## config.mk

```make
export PLATFORM = sky130hd
export DESIGN_NAME = tod_counter
export DESIGN_NICKNAME = d
export VERILOG_FILES = /design/src/rtl/tod_pkg.sv /design/src/rtl/tod_digit.sv /design/src/rtl/tod_hours.sv /design/src/rtl/tod_counter.sv
export SDC_FILE = /design/constraint.sdc
export NUM_CORES = 1
export LEC_CHECK = 0
export ABC_AREA = 0
export ABC_CLOCK_PERIOD_IN_PS = 3900
export BUFFER_PORTS_ARGS = -buffer_cell sky130_fd_sc_hd__buf_4
export CORE_ASPECT_RATIO = 0.5
export CORE_UTILIZATION = 53
export DETAILED_ROUTE_END_ITERATION = 8
export PLACE_DENSITY = 0.83
export SLEW_MARGIN = 15
export SYNTH_ARGS = -nofsm -noshare
export SYNTH_HDL_FRONTEND = slang
export SYNTH_HIERARCHICAL = 1
export SYNTH_SLANG_ARGS = --single-unit
```

## constraint.sdc

```tcl
create_clock -name clk -period 3.9 [get_ports clk]
set_clock_uncertainty 0.05 [all_clocks]
set_input_delay 0 -clock clk [delete_from_list [all_inputs] [get_ports clk]]
set_output_delay 0 -clock clk [all_outputs]
set_load 0.05 [all_outputs]
```

## src/rtl/tod_pkg.sv

```systemverilog
// Shared constants for the time-of-day counter.
// Assumes BCD digits of DIG_W bits and a 24-hour day.
package tod_pkg;
    localparam int DIG_W     = 4;
    localparam int LO_DIGITS = 4;   // sec units, sec tens, min units, min tens
    localparam int HR_T_END  = 2;   // hours tens on the last hour of the day
    localparam int HR_U_END  = 3;   // hours units on the last hour of the day

    // Highest value of a low digit: even index is a units digit, odd a tens digit.
    function automatic int last_of(input int idx);
        return (idx % 2 == 0) ? 9 : 5;
    endfunction
endpackage

```

## src/rtl/tod_digit.sv

```systemverilog
// One BCD counter digit with its own rollover latch.
// Counts on `inc`. It detects the terminal code LAST+1 with a sparse AND of that
// code's set bits, and on that count returns to zero and sets the latch. The latch
// blocks further counts until `ac_tick` releases it on a later edge.
// Assumes `inc` and `ac_tick` are one-cycle strobes synchronous to clk.
module tod_digit #(
    parameter int W    = 4,
    parameter int LAST = 9
) (
    input  logic         clk,
    input  logic         rst_n,
    input  logic         clr,
    input  logic         ac_tick,
    input  logic         inc,
    output logic [W-1:0] q,
    output logic         lat,
    output logic         carry
);
    localparam logic [W-1:0] TERM = W'(LAST + 1);

    logic [W-1:0] nxt;
    logic         hit;
    logic         take;

    // Next count, sparse terminal gate and accepted-count decision.
    always_comb begin
        nxt   = q + W'(1);
        hit   = ((nxt & TERM) == TERM);
        take  = inc & ~lat;
        carry = take & hit;
    end

    // Digit register: clear, step, or wrap to zero.
    always_ff @(posedge clk) begin
        if (!rst_n || clr)
            q <= '0;
        else if (take)
            q <= hit ? '0 : nxt;
    end

    // Rollover latch: set by the terminal gate, released by a mains event.
    always_ff @(posedge clk) begin
        if (!rst_n || clr)
            lat <= 1'b0;
        else if (carry)
            lat <= 1'b1;
        else if (ac_tick)
            lat <= 1'b0;
    end

    // the digit never leaves its range.
    a_r2_digit_range: assert property (@(posedge clk) disable iff (!rst_n)
        q <= W'(LAST));

    // a held latch freezes the digit for the next edge.
    a_r4_blocked: assert property (@(posedge clk) disable iff (!rst_n)
        (lat && !clr) |=> $stable(q));

    // a mains event frees a held latch.
    a_r4_release: assert property (@(posedge clk) disable iff (!rst_n)
        (lat && ac_tick && !clr) |=> !lat);

    // without a mains event the latch stays set.
    a_r3_hold: assert property (@(posedge clk) disable iff (!rst_n)
        (lat && !ac_tick && !clr) |=> lat);

    // a latch is only ever set together with a wrap to zero.
    a_r1_wrap_zero: assert property (@(posedge clk) disable iff (!rst_n)
        $rose(lat) |-> (q == '0));
endmodule

```

## src/rtl/tod_hours.sv

```systemverilog
// Hours digit pair with the 23-to-00 wrap.
// It detects the last hour on the combined tens and units value. It keeps a units
// latch for the 9-to-0 carry into tens and a day latch for the end of the day. Either
// held latch blocks counting. `ac_tick` releases both latches on a later edge.
module tod_hours #(
    parameter int W = 4
) (
    input  logic         clk,
    input  logic         rst_n,
    input  logic         clr,
    input  logic         ac_tick,
    input  logic         inc,
    output logic [W-1:0] hu,
    output logic [W-1:0] ht,
    output logic         lat_u,
    output logic         lat_d
);
    import tod_pkg::*;

    localparam logic [W-1:0] U_TERM = W'(10);
    localparam logic [W-1:0] T_LAST = W'(HR_T_END);
    localparam logic [W-1:0] U_LAST = W'(HR_U_END);

    logic [W-1:0] nxt_u;
    logic         u_hit;
    logic         end_day;
    logic         take;

    // Units step, units terminal gate and combined last-hour detect.
    always_comb begin
        nxt_u   = hu + W'(1);
        u_hit   = ((nxt_u & U_TERM) == U_TERM);
        end_day = (ht == T_LAST) && (hu == U_LAST);
        take    = inc & ~lat_u & ~lat_d;
    end

    // Hours digits: clear, wrap the day, carry units into tens, or step units.
    always_ff @(posedge clk) begin
        if (!rst_n || clr) begin
            hu <= '0;
            ht <= '0;
        end else if (take) begin
            if (end_day) begin
                hu <= '0;
                ht <= '0;
            end else if (u_hit) begin
                hu <= '0;
                ht <= ht + W'(1);
            end else begin
                hu <= nxt_u;
            end
        end
    end

    // Units rollover latch: set on a 9-to-0 carry, released by a mains event.
    always_ff @(posedge clk) begin
        if (!rst_n || clr)
            lat_u <= 1'b0;
        else if (take && u_hit && !end_day)
            lat_u <= 1'b1;
        else if (ac_tick)
            lat_u <= 1'b0;
    end

    // Day latch: set on the 23-to-00 wrap, released by a mains event.
    always_ff @(posedge clk) begin
        if (!rst_n || clr)
            lat_d <= 1'b0;
        else if (take && end_day)
            lat_d <= 1'b1;
        else if (ac_tick)
            lat_d <= 1'b0;
    end

    // hours stay within 00..23.
    a_r2_hour_range: assert property (@(posedge clk) disable iff (!rst_n)
        (hu <= W'(9)) && ((ht < T_LAST) || ((ht == T_LAST) && (hu <= U_LAST))));

    // the day latch rises only with the hours at 00.
    a_r3_day_zero: assert property (@(posedge clk) disable iff (!rst_n)
        $rose(lat_d) |-> (hu == '0) && (ht == '0));

    // a held latch freezes the hours for the next edge.
    a_r4_hours_blocked: assert property (@(posedge clk) disable iff (!rst_n)
        ((lat_u || lat_d) && !clr) |=> ($stable(hu) && $stable(ht)));
endmodule

```

## src/rtl/tod_counter.sv

```systemverilog
// Time-of-day counter: seconds and minutes digits plus an hours pair.
// The count strobe gated by `run` feeds seconds units. Each wrap ripples one carry
// upward in the same cycle. `man_adv` joins the chain at minutes units. The pulse
// outputs are the inverted rollover latches of seconds tens, minutes tens and the day.
// Assumes every input strobe lasts one clk cycle.
module tod_counter (
    input  logic       clk,
    input  logic       rst_n,
    input  logic       clr,
    input  logic       ac_tick,
    input  logic       sec_tick,
    input  logic       run,
    input  logic       man_adv,
    output logic [3:0] sec_u,
    output logic [3:0] sec_t,
    output logic [3:0] min_u,
    output logic [3:0] min_t,
    output logic [3:0] hr_u,
    output logic [3:0] hr_t,
    output logic       min_pulse_n,
    output logic       hour_pulse_n,
    output logic       day_pulse_n
);
    import tod_pkg::*;

    localparam int MIN_U_IDX = 2;

    logic [DIG_W-1:0] dq    [LO_DIGITS];
    logic             lat   [LO_DIGITS];
    logic             carry [LO_DIGITS];
    logic             inc   [LO_DIGITS];
    logic             hr_lat_u;
    logic             hr_lat_d;
    logic [DIG_W-1:0] hu_q;
    logic [DIG_W-1:0] ht_q;

    // Carry chain: gated seconds strobe at the bottom, manual strobe at minutes units.
    always_comb begin
        for (int i = 0; i < LO_DIGITS; i++) begin
            if (i == 0)
                inc[i] = sec_tick & run;
            else if (i == MIN_U_IDX)
                inc[i] = carry[i-1] | man_adv;
            else
                inc[i] = carry[i-1];
        end
    end

    genvar g;
    generate
        for (g = 0; g < LO_DIGITS; g++) begin : g_dig
            tod_digit #(
                .W    (DIG_W),
                .LAST (last_of(g))
            ) u_dig (
                .clk     (clk),
                .rst_n   (rst_n),
                .clr     (clr),
                .ac_tick (ac_tick),
                .inc     (inc[g]),
                .q       (dq[g]),
                .lat     (lat[g]),
                .carry   (carry[g])
            );
        end
    endgenerate

    tod_hours #(.W(DIG_W)) u_hours (
        .clk     (clk),
        .rst_n   (rst_n),
        .clr     (clr),
        .ac_tick (ac_tick),
        .inc     (carry[LO_DIGITS-1]),
        .hu      (hu_q),
        .ht      (ht_q),
        .lat_u   (hr_lat_u),
        .lat_d   (hr_lat_d)
    );

    // Output mapping: digits as held, pulses as inverted latches.
    always_comb begin
        sec_u        = dq[0];
        sec_t        = dq[1];
        min_u        = dq[2];
        min_t        = dq[3];
        hr_u         = hu_q;
        hr_t         = ht_q;
        min_pulse_n  = ~lat[1];
        hour_pulse_n = ~lat[3];
        day_pulse_n  = ~hr_lat_d;
    end

    // stopped and no manual strobe means no digit moves.
    a_r5_stop_hold: assert property (@(posedge clk) disable iff (!rst_n)
        (!run && !man_adv && !clr) |=>
            $stable({sec_u, sec_t, min_u, min_t, hr_u, hr_t}));

    // an unblocked manual strobe always moves minutes units.
    a_r6_manual_step: assert property (@(posedge clk) disable iff (!rst_n)
        (man_adv && !lat[MIN_U_IDX] && !clr) |=> (min_u != $past(min_u)));

    // clear gives midnight with every pulse high.
    a_r7_clear: assert property (@(posedge clk) disable iff (!rst_n)
        clr |=> ({sec_u, sec_t, min_u, min_t, hr_u, hr_t} == '0)
                && min_pulse_n && hour_pulse_n && day_pulse_n);

    // the day pulse starts only at 00:00:00, with the hour pulse also low.
    a_r3_day_midnight: assert property (@(posedge clk) disable iff (!rst_n)
        $fell(day_pulse_n) |->
            ({sec_u, sec_t, min_u, min_t, hr_u, hr_t} == '0) && !hour_pulse_n);

    // hours units latch blocks with the hours pair (kept observable here).
    a_r4_hr_latch_pair: assert property (@(posedge clk) disable iff (!rst_n)
        (hr_lat_u && ac_tick && !clr) |=> !hr_lat_u);

    // seconds units latch releases on a mains event.
    a_r4_sec_u_release: assert property (@(posedge clk) disable iff (!rst_n)
        (lat[0] && ac_tick && !clr) |=> !lat[0]);
endmodule

```

==> results of run 1 <==
[area by class of cell]
class | instances | area [sq um] | share of cell area
Clock buffer | 7 | 86.33 | 0.04412
Clock inverter | 1 | 5.005 | 0.002558
Inverter | 12 | 45.04 | 0.02302
Multi-Input combinational cell | 138 | 908.4 | 0.4642
Sequential cell | 30 | 600.6 | 0.3069
Tap cell | 37 | 46.29 | 0.02366
Timing Repair Buffer | 35 | 265.3 | 0.1355
[cell families after synthesis]
logic type,after synthesis
and+or+nand+nor,81
adders and majority gates,7
xor gates and xnor gates,5
DFF,30
buffers and inverters,16
AOI/OAI and AO/OA,44
muxes,1
[synth_stat cells (all sizes together), types with 2 or more instances]
cell,count,area share
nand2b,9,0.045
buf,3,0.011
nor3,2,0.0064
o21ba,2,0.013
xor2,4,0.022
or2b,3,0.015
o31ai,2,0.0095
inv,12,0.029
and2b,2,0.011
a211o,2,0.013
or3,9,0.037
a21oi,21,0.067
ha,7,0.056
or2,2,0.0079
a211oi,6,0.035
nand3,11,0.035
nand4b,2,0.011
nor2,8,0.019
dfxtp,30,0.38
o21ai,5,0.016
nor2b,5,0.020
nand2,19,0.045
o22ai,2,0.0079
and3,2,0.012
nor3b,3,0.014
[how the worst max path moves through the flow]
stage,startpoint,endpoint,slack [ns],cells past startpoint
2_1_floorplan,g_dig[0].u_dig/q[0]$_SDFFE_PP0N_,u_hours/ht[2]$_SDFFE_PP0P_,0.06,17
3_3_place_gp,g_dig[0].u_dig/q[0]$_SDFFE_PP0N_,u_hours/ht[2]$_SDFFE_PP0P_,0.42,16
3_5_place_dp,g_dig[0].u_dig/q[0]$_SDFFE_PP0N_,u_hours/ht[2]$_SDFFE_PP0P_,0.21,16
4_1_cts,g_dig[0].u_dig/q[1]$_SDFFE_PP0N_,u_hours/ht[2]$_SDFFE_PP0P_,0.16,16
5_1_grt,g_dig[0].u_dig/q[0]$_SDFFE_PP0N_,u_hours/ht[2]$_SDFFE_PP0P_,0.002,16
6_report,g_dig[0].u_dig/q[0]$_SDFFE_PP0N_,u_hours/ht[3]$_SDFFE_PP0P_,0.39,15
[power breakdown]
group	total [mW]	internal [mW]	switching [mW]
logic	0.0292	0.0109	0.0182
registers	0.309	0.308	0.00129
clock network	0.251	0.142	0.109
total	0.589	0.460	0.128
[flip-flops by register name, indices dropped and copies added (netlist names)]
signal and flops:
g_dig.u_dig/q 16, g_dig.u_dig/lat 4, u_hours/ht 4, u_hours/hu 4, u_hours/lat_d 1, u_hours/lat_u 1
[repair_timing]
action                                  CTS  global route
gates resized for setup                   0             2
hold buffers                              1             0
hold endpoints to repair                  2             0
endpoints found under the setup margin    0             7
[worst max-delay path, stage by stage, from the launching register on]
cell	delay, ns
dfxtp_1	0.34
ha_1	0.32
inv_1	0.07
nor3_1	0.23
and2b_2	0.19
nand3_1	0.10
inv_1	0.11
or2_1	0.10
nand2b_1	0.18
nor3_2	0.36
and2b_2	0.22
nand3_1	0.09
inv_1	0.11
nand2_1	0.24
or4_1	0.57
a21oi_1	0.15
[layer usage]
layer  wire length, microns  track usage  vias up  part of all wire
met5                      0            0        -                 0
met4                     17       0.1000        0            0.0053
met1                   1568       0.2630      645              0.49
met3                    166      0.06364        2             0.051
li1                       -            -      726                 -
met2                   1480       0.3707       35              0.46
==> summary.txt, run 1 <==
Status
  – Outcome: finished clean

Floorplanning
  – Row cnt: 13
  – Die height: 40.55 microns
  – I/O pin cnt: 34
  – Initial core utilization: 0.5834
  – Die ar.: 3208 sq um
  – DIE WIDTH: 79.10 microns
  – Core area: 2700 sq um

Worst hold path
  – Hold Path Origin: clr
  – HP Class: in -> reg
  – Number of stages on the worst hold path: 4
  – Hold Crit Endpoint: u_hours/hu[0]$_SDFFE_PP0P_

Synthesis
  – Simple-gate share of the synthesized area: 0.2963
  – EDFF count, synth: 0
  – Post-Synth XOR/XNOR Area: 0.02780
  – Most used DFF post-synth: dfxtp_1
  – Distinct cells, synth: 43
  – Flops & latches, synth: 30
  – Largest family of logic cells by synthesized area: simple AND/OR/NAND/NOR gates
  – Mux contribution to synthesized area: 0.009531
  – Mapped Nets: 198
  – Syn_area_per_cell: 8.561 sq um
  – Synth Area in Compound Gates: 0.1811
  – Yosys warns: 6
  – Mapped Cells: 184
  – Synthesized area: 1575 sq um
  – Synth Area in Adders: 0.05560
  – Sequential share of the synthesized area: 0.3813
  – Share of synthesized registers carrying an async set or reset: 0

Clock tree
  – H-tree depth reported by CTS: 2
  – Clock Sinks: 30
  – Post-CTS Setup Bufs: 0
  – CTS tree: built
  – Cts bufs inserted: 5
  – Clock slew at reported path FFs: 0.06 ns
  – Max Root-Sink Buffers: 2
  – Insertion delay to the later sink of the worst-skew pair: 0.27 ns
  – CTS root buf: clkbuf_8

Worst setup path
  – Startpoint types: flop
  – R2R Path End: u_hours/ht[3]$_SDFFE_PP0P_
  – Crit-path max FO: 12
  – R2R depth: 15
  – Worst EP arrival: 3.66 ns
  – Critical path type: reg -> reg
  – R2R Setup Slk: 0.39 ns
  – Crit path required time: 4.06 ns
  – FF-to-FF Start: g_dig[0].u_dig/q[0]$_SDFFE_PP0N_
  – Setup crit end kind: flop

STA
  – Slew Viols, Final: 0
  – Crit share post-route: 0.8988
  – Final Hold Fails: 0
  – Setup TNS: 0 ns
  – Unrepaired setup endpoints after global routing: no
  – Final WS setup: 0.3945 ns
  – Final setup fails: 0
  – Slew headroom: 0.7518
  – Least-Margin Pin Slew: 0.3711 ns
  – Final hold slack: 0.03532 ns
  – Minimum clock period: 3.506 ns
  – Max frequency: 285.3 MHz

Cells and area
  – Area grow syn2layout: 24.23%
  – Share of layout cells above drive strength 1: 0.2691
  – Final #Nets: 236
  – Most common cell after layout, fill and taps aside: buf_4
  – Fill count: 220
  – Most frequent cells in the layout: buf_4 (34), dfxtp_1 (30), a21oi_1 (21), nand2_1 (19), inv_1 (12)
  – Fin util: 0.7247
  – Finished Layout Cells: 260
  – Finished Cell Area: 1957 sq um
  – Ant. Diodes: 0

Power and ir drop
  – Worst ir drop on vdd: 0.2187 mV
  – Overall power: 0.5888 mW
  – PwrDens: 300.9 nW/um^2
  – Lkg Pwr: 0.7535 nW

Routing
  – DRC Markers: 0
  – Starting DRT DRC Count: 73
  – ANT nets after route: 0
  – WL final: 3232 microns
  – Vias/cell: 5.415
  – Vias post-DR: 1,408
  – Wire per inst: 12.43 microns
  – First-pass detailed-route iteration total: 4

Global route
  – Grt ovf: 0
  – Vias in the first global route: 1,182
  – Initial antenna violation count: 0
  – Largest net degree at the start of global routing: 13
  – Tot GR Track Use: 0.2168
  – First-pass GRT wire length: 5126 microns

Placed design
  – Buffers on Ports: 33
  – DP Cell Count: 251
  – Placed inst area: 1846 sq um
  – Final GP Congestion: 0.8434
  – Pre-CTS setup slack: 0.2085 ns
  – Post-DP HPWL: 2299 microns

Run
  – Max Cap Viol: 0
Note: power is estimated with default switching activity, not from simulation.
==> run 2: changes to the inputs <==
--- a/config.mk
+++ b/config.mk
@@ -8,9 +8,9 @@
 export ABC_AREA = 0
 export ABC_CLOCK_PERIOD_IN_PS = 3900
 export BUFFER_PORTS_ARGS = -buffer_cell sky130_fd_sc_hd__buf_4
-export CORE_ASPECT_RATIO = 0.5
 export CORE_UTILIZATION = 53
 export DETAILED_ROUTE_END_ITERATION = 8
+export GPL_TIMING_DRIVEN = 0
 export PLACE_DENSITY = 0.83
 export SLEW_MARGIN = 15
 export SYNTH_ARGS = -nofsm -noshare
==> run 2 against run 1 <==
Die area fell by 0.42%. Global-route usage up 1.1 points. Routed wire length grew 4.6%. Largest cell class unchanged. Register-to-register slack got worse by 0.05 ns. Sequential cell count stayed put. Design area up 1.2%. Worst hold slack improved by 0.13 ns. Via count up 2.9%. First-iteration DRC count fell by 9.6%. Power decreased by 9.4%. Critical path depth grew 2. Critical path type unchanged. Clock-buffer cell count unchanged.
==> summary.txt, run 2 (same netlist as run 1, synthesis figures left out) <==
Status
  – Outcome: finished clean

Floorplanning
  – I/O pin cnt: 34 (unchanged)
  – Die ar.: 3194 sq um (-0.42%)
  – Row cnt: 19 (+6)
  – Initial core utilization: 0.5664 (-0.01706)
  – Die height: 56.52 microns (+39%)
  – DIE WIDTH: 56.52 microns (-29%)
  – Core area: 2781 sq um (+3.0%)

Global route
  – Grt ovf: 0 (unchanged)
  – Initial antenna violation count: 0 (unchanged)
  – Vias in the first global route: 1,324 (+12%)
  – Largest net degree at the start of global routing: 11 (-2)
  – First-pass GRT wire length: 5644 microns (+10%)
  – Tot GR Track Use: 0.2274 (+0.01069)

STA
  – Final WS setup: 0.3433 ns (-0.05114 ns)
  – Slew headroom: 0.7112 (-0.04063)
  – Final setup fails: 0 (unchanged)
  – Least-Margin Pin Slew: 0.4318 ns (+0.06074 ns)
  – Slew Viols, Final: 0 (unchanged)
  – Final Hold Fails: 0 (unchanged)
  – Minimum clock period: 3.557 ns (+0.05114 ns)
  – Max frequency: 281.2 MHz (-1.4%)
  – Crit share post-route: 0.9120 (+0.01311)
  – Unrepaired setup endpoints after global routing: no

Worst setup path
  – Startpoint types: flop
  – Critical path type: reg -> reg
  – Crit-path max FO: 9 (-3)
  – Worst EP arrival: 3.78 ns (+0.12 ns)
  – CP max-delay cell: or3_2
  – Crit path required time: 4.12 ns (+0.06 ns)
  – CP dominant cell by count: inv_1
  – Worst Path Buf+Inv: 4 (+1)
  – Setup crit end kind: flop
  – Slowest stage delay, CP: 0.41 ns (-0.16 ns)
  – CP top delay family: simple AND/OR/NAND/NOR gates
  – Critical Path, Cell by Cell: ha_1 -> inv_1 -> nor3_2 -> and2b_2 -> nand3_1 -> inv_1 -> or2_1 -> nand2b_1 -> buf_2 -> nor3_4 -> and2b_2 -> nand3_1 -> inv_1 -> nor3b_4 -> nand2_1 -> or3_2 -> a21oi_1

Routing
  – First-pass detailed-route iteration total: 4 (unchanged)
  – DRT met1 WL: 1462 microns (-6.8%)
  – Vias post-DR: 1,449 (+2.9%)
  – WL met3: 143 microns (-14%)
  – Vias/cell: 5.595 (+3.3%)
  – Wire per inst: 13.06 microns (+5.0%)
  – Starting DRT DRC Count: 66 (-9.6%)
  – Highest metal used: met4
  – DRC Markers: 0 (unchanged)
  – WL final: 3382 microns (+4.6%)
  – DR WL met2: 1709 microns (+15%)
  – ANT nets after route: 0 (unchanged)

Power and ir drop
  – Logic pwr share: 0.063 (+0.013)
  – Sw frac: 0.2344 (+0.01646)
  – Overall power: 0.5335 mW (-9.4%)
  – Worst ir drop on vdd: 0.2230 mV (+2.0%)
  – Sequential Power Share: 0.578 (+0.054)
  – Clock power frac: 0.359 (-0.067)
  – PwrDens: 269.5 nW/um^2 (-10%)
  – P_sw: 0.1251 mW (-2.5%)
  – Lkg Pwr: 0.7663 nW (+1.7%)
  – Internal power: 0.4084 mW (-11%)

Clock tree
  – Post-CTS Setup Bufs: 0 (unchanged)
  – Clock Sinks: 30 (unchanged)
  – Max Root-Sink Buffers: 2 (unchanged)
  – CTS tree: built
  – H-tree depth reported by CTS: 2 (unchanged)
  – Insertion delay to the later sink of the worst-skew pair: 0.33 ns (+0.06 ns)
  – CTS root buf: clkbuf_4
  – Cts bufs inserted: 5 (unchanged)
  – Clock slew at reported path FFs: 0.09 ns (+0.03 ns)

Cells and area
  – Final #Nets: 241 (+2.1%)
  – Finished Cell Area: 1979 sq um (+1.2%)
  – Ant. Diodes: 0 (unchanged)
  – Max FFs per register: 16 (unchanged)
  – Finished Layout Cells: 259 (-0.38%)
  – Area grow syn2layout: 25.66%
  – Most common cell after layout, fill and taps aside: buf_4
  – Largest reg by FF count: g_dig.u_dig/q
  – Most frequent cells in the layout: buf_4 (34), dfxtp_1 (30), a21oi_1 (21), nand2_1 (19), inv_1 (12)
  – Share of layout cells above drive strength 1: 0.2807 (+0.01164)

Placed design
  – Pre-CTS setup slack: -0.2512 ns (-0.4598 ns)
  – Post-DP HPWL: 2483 microns (+8.0%)
  – Final GP Congestion: 0.8709 (+3.3%)
  – Buffers on Ports: 33 (unchanged)
  – Placed inst area: 1862 sq um (+0.88%)
  – DP Cell Count: 248 (-1.2%)

Worst hold path
  – HP Class: in -> reg

Run
  – Max Cap Viol: 0 (unchanged)
## run 2: cell types whose count changed in the layout (fill, tap and decap cells not counted), sizes merged
cell / before / now
buf: 34 / 36
clkbuf: 7 / 8
dlygate4sd3: 1 / 3
## run 2: layout make-up
cell class / count / area, sq um
Timing Repair Buffer: 36 / 277.8
Buffer: 4 / 31.28
Multi-Input combinational cell: 138 / 925.9
Tap cell: 31 / 38.79
Sequential cell: 30 / 600.6
Inverter: 12 / 45.04
Fill cell: 208 / 802.0
Clock buffer: 7 / 55.05
Clock inverter: 1 / 5.005
## run 2: what timing repair did
item,in CTS,in global routing
gates resized for setup,2,3
hold endpoints to repair,10,0
endpoints found under the setup margin,3,4
cloned,0,0
hold buffers,3,0
## run 2: power groups by stage
| stage | Sequential, mW | Clock [mW] | Combinational, mW |
|---|---|---|---|
| 4_1_cts | 0.308 | 0.197 | 0.0329 |
| 2_1_floorplan | 0.319 | 0 | 0.0150 |
| 6_report | 0.308 | 0.191 | 0.0336 |
| 5_1_grt | 0.309 | 0.212 | 0.0364 |
| 3_5_place_dp | 0.316 | 0 | 0.0302 |
| 3_3_place_gp | 0.315 | 0 | 0.0289 |
## run 2: through the flow
stage               TNS, ns  hold WS, ns  utilization
floorplan                 0       0.1249            -
global placement    -0.1159       0.2636       0.6694
detailed placement  -0.3514       0.2657       0.6694
CTS                       0       0.1528       0.7054
global route              0       0.2078       0.7117
finish                    0       0.1701       0.7117
## run 2: final timing paths
kind	end	from	slack (ns)	depth (start not counted)
max	u_hours/ht[2]$_SDFFE_PP0P_	g_dig[0].u_dig/q[0]$_SDFFE_PP0N_	0.34	17
min	g_dig[2].u_dig/q[3]$_SDFFE_PP0N_	man_adv	0.17	6
max reg2reg	u_hours/ht[2]$_SDFFE_PP0P_	g_dig[0].u_dig/q[0]$_SDFFE_PP0N_	0.34	17
min reg2reg	g_dig[1].u_dig/q[1]$_SDFFE_PP0P_	g_dig[1].u_dig/q[1]$_SDFFE_PP0P_	0.45	2
## run 2: metal layers
layer  up-vias  global-route usage
met5         -                   0
met3         8             0.05069
met2        38              0.3950
li1        738                   -
met4         0              0.1080
met1       665              0.2623
## run 2: worst reg2reg max path: cells and delay by family (launching register included)
kind	cells	cell delay, ns
buffers and inverters	4	0.50
flip-flops	1	0.36
AND/OR/NAND/NOR	11	2.12
adder cells (fa/ha/maj)	1	0.33
AO/OA/AOI/OAI	1	0.14
==> run 3: changes to the inputs <==
--- a/config.mk
+++ b/config.mk
@@ -8,10 +8,9 @@
 export ABC_AREA = 0
 export ABC_CLOCK_PERIOD_IN_PS = 3900
 export BUFFER_PORTS_ARGS = -buffer_cell sky130_fd_sc_hd__buf_4
-export CORE_UTILIZATION = 53
+export CORE_UTILIZATION = 40
 export DETAILED_ROUTE_END_ITERATION = 8
-export GPL_TIMING_DRIVEN = 0
-export PLACE_DENSITY = 0.83
+export PLACE_DENSITY = 0.67
 export SLEW_MARGIN = 15
 export SYNTH_ARGS = -nofsm -noshare
 export SYNTH_HDL_FRONTEND = slang
==> run 3 against run 2 <==
Clock-buffer cell count shrank 1. Largest power group unchanged. Design area shrank 1.0%. Power grew 7.7%. Global-route usage shrank 6.2 points. Sequential power is essentially flat. Largest cell class unchanged. First-iteration DRC count grew 59%. Combinational power shrank 15%. Register-to-register slack gained 0.16 ns. Via count shrank 7.7%. Worst setup slack gained 0.16 ns. Final cell count grew 4.2%.
==> summary.txt, run 3 (same netlist as run 1, synthesis figures left out) <==
Status
  – Outcome: finished clean

Cells and area
  – Share of layout cells above drive strength 1: 0.2613 (-0.01944)
  – Multi-input logic area: 898.4 sq um (-3.0%)
  – Most common cell after layout, fill and taps aside: buf_4
  – Final #Nets: 237 (-1.7%)
  – Largest reg by FF count: g_dig.u_dig/q
  – Ant. Diodes: 0 (unchanged)
  – Area grow syn2layout: 24.38%
  – Max FFs per register: 16 (unchanged)
  – Most frequent cells in the layout: buf_4 (35), dfxtp_1 (30), a21oi_1 (21), nand2_1 (19), inv_1 (12)
  – Fill count: 368 (+77%)
  – Register area: 600.6 sq um (unchanged)

Clock tree
  – CTS root buf: clkbuf_8
  – Clock Sinks: 30 (unchanged)
  – CTS tree: built
  – Post-CTS sizing: 0 (-2)
  – Insertion delay to the later sink of the worst-skew pair: 0.27 ns (-0.06 ns)
  – H-tree depth reported by CTS: 2 (unchanged)
  – Max Root-Sink Buffers: 2 (unchanged)
  – Clock slew at reported path FFs: 0.06 ns (-0.03 ns)
  – Cts bufs inserted: 5 (unchanged)

Floorplanning
  – Row cnt: 22 (+3)
  – DIE WIDTH: 64.76 microns (+15%)
  – Die height: 64.76 microns (+15%)
  – Die ar.: 4193 sq um (+31%)
  – Initial core utilization: 0.4239 (-0.1424)
  – Core area: 3716 sq um (+34%)
  – I/O pin cnt: 34 (unchanged)

STA
  – Final Hold Fails: 0 (unchanged)
  – Max frequency: 294.3 MHz (+4.7%)
  – Least-Margin Pin Slew: 0.3674 ns (-0.06442 ns)
  – Unrepaired setup endpoints after global routing: no
  – Slew Viols, Final: 0 (unchanged)
  – Crit share post-route: 0.8712 (-0.04079)
  – Slew headroom: 0.7545 (+0.04333)
  – Minimum clock period: 3.398 ns (-0.1591 ns)
  – Final setup fails: 0 (unchanged)
  – Final hold slack: 0.04858 ns (-0.1215 ns)
  – Setup TNS: 0 ns (unchanged)

Global route
  – Tot GR Track Use: 0.1656 (-0.06190)
  – Grt ovf: 0 (unchanged)
  – Vias in the first global route: 1,216 (-8.2%)
  – Met2 Use GR: 0.2565 (-0.1384)
  – Met3 usage: 0.04225 (-0.008438)
  – Met1 Track Usage GR: 0.2207 (-0.04167)
  – First-pass GRT wire length: 5368 microns (-4.9%)
  – Largest net degree at the start of global routing: 13 (+2)
  – Initial antenna violation count: 0 (unchanged)
  – GRT busiest layer: met2

Power and ir drop
  – Lkg Pwr: 0.7488 nW (-2.3%)
  – Sw frac: 0.2092 (-0.02523)
  – Logic pwr share: 0.050 (-0.013)
  – Clock power frac: 0.413 (+0.054)
  – Internal power: 0.4542 mW (+11%)
  – P_sw: 0.1201 mW (-3.9%)
  – PwrDens: 293.1 nW/um^2 (+8.8%)
  – Worst ir drop on vdd: 0.1670 mV (-25%)
  – Sequential Power Share: 0.538 (-0.040)

Placed design
  – Post-DP HPWL: 2334 microns (-6.0%)
  – Buffers on Ports: 33 (unchanged)
  – Final GP Congestion: 0.8026 (-7.8%)

Routing
  – Vias/cell: 4.952 (-11%)
  – Vias post-DR: 1,337 (-7.7%)
  – First-pass detailed-route iteration total: 4 (unchanged)
  – WL final: 3086 microns (-8.8%)
  – Starting DRT DRC Count: 105 (+59%)
  – ANT nets after route: 0 (unchanged)
  – Wire per inst: 11.43 microns (-12%)
  – DRC Markers: 0 (unchanged)

Worst setup path
  – Critical path type: reg -> reg
  – Crit-path max FO: 9 (unchanged)
  – Worst EP arrival: 3.56 ns (-0.22 ns)
  – Critical Path, Cell by Cell: ha_1 -> inv_1 -> nor3_1 -> and2b_2 -> nand3_1 -> inv_1 -> or2_1 -> nand2b_1 -> nor3_1 -> and2b_2 -> nand3_1 -> inv_1 -> nor3b_1 -> nand2_1 -> or3_2 -> a21oi_1
  – Slowest stage delay, CP: 0.41 ns (about the same)
  – CP dominant cell by count: inv_1
  – CP max-delay cell: or3_2
  – Startpoint types: flop
  – Crit path required time: 4.06 ns (-0.06 ns)
  – R2R depth: 16 (-1)
  – Setup crit end kind: flop

Worst hold path
  – HP Class: in -> reg
  – Number of stages on the worst hold path: 4 (-2)

Run
  – Max Cap Viol: 0 (unchanged)
## run 3: cell count changes in the layout (fill, tap and decap cells not counted), sizes merged
cell and change:
clkinv -1, dlygate4sd3 -2, buf -1, clkbuf -2
## run 3: final cells by class
cell class | count | share of cell area
clock buffer | 6 | 0.04215
inverter | 12 | 0.02299
multi-input combinational | 138 | 0.4585
sequential | 30 | 0.3065
tap | 48 | 0.03065
timing repair buffer | 36 | 0.1392
## run 3: timing repair
item / 4_1_cts / 5_1_grt
setup buffers: 0 / 0
hold buffers: 1 / 0
hold endpoints to repair: 2 / 0
## run 3: worst max-delay path, delay by kind of cell (launching register included)
kind | cells | cell delay [ns]
flops | 1 | 0.35
fa+ha+maj | 1 | 0.33
simple gates | 11 | 2.18
buf+inv | 3 | 0.29
compound gates | 1 | 0.14
## run 3: path summary, 6_finish.rpt
path | endpoint | from | slack, ns
worst max register to register | u_hours/ht[2]$_SDFFE_PP0P_ | g_dig[0].u_dig/q[0]$_SDFFE_PP0N_ | 0.50
worst max-delay path | u_hours/ht[2]$_SDFFE_PP0P_ | g_dig[0].u_dig/q[0]$_SDFFE_PP0N_ | 0.50
worst min-delay path | u_hours/hu[0]$_SDFFE_PP0P_ | clr | 0.05
worst min register to register | u_hours/lat_u$_SDFFE_PP0P_ | u_hours/lat_u$_SDFFE_PP0P_ | 0.43
## run 3: power by group through the flow
stage / registers [mW] / logic, mW / clock network [mW]
6_report: 0.309 / 0.0285 / 0.237
4_1_cts: 0.309 / 0.0287 / 0.247
3_3_place_gp: 0.316 / 0.0277 / 0
3_5_place_dp: 0.316 / 0.0278 / 0
2_1_floorplan: 0.319 / 0.0150 / 0
5_1_grt: 0.309 / 0.0314 / 0.263
## run 3: stage by stage
| step | cells | worst slack, ns | instance area (sq um) | power [mW] | util |
|---|---|---|---|---|---|
| after CTS | 270 | 0.4656 | 1959 | 0.5840 | 0.5273 |
| after detailed placement | 263 | 0.4855 | 1867 | 0.3434 | 0.5024 |
| final | 270 | 0.5024 | 1959 | 0.5743 | 0.5273 |
| after global routing | 270 | 0.02015 | 1959 | 0.6037 | 0.5273 |
| after floorplan | 184 | 0.05737 | 1575 | 0.3340 | - |
| after global placement | 263 | 0.6037 | 1867 | 0.3433 | 0.5024 |
## run 3: per-layer routing
metal	up-vias	routed length, microns
li1	725	-
met1	586	1569
met2	22	1384
met3	4	100
met4	0	31
met5	-	0
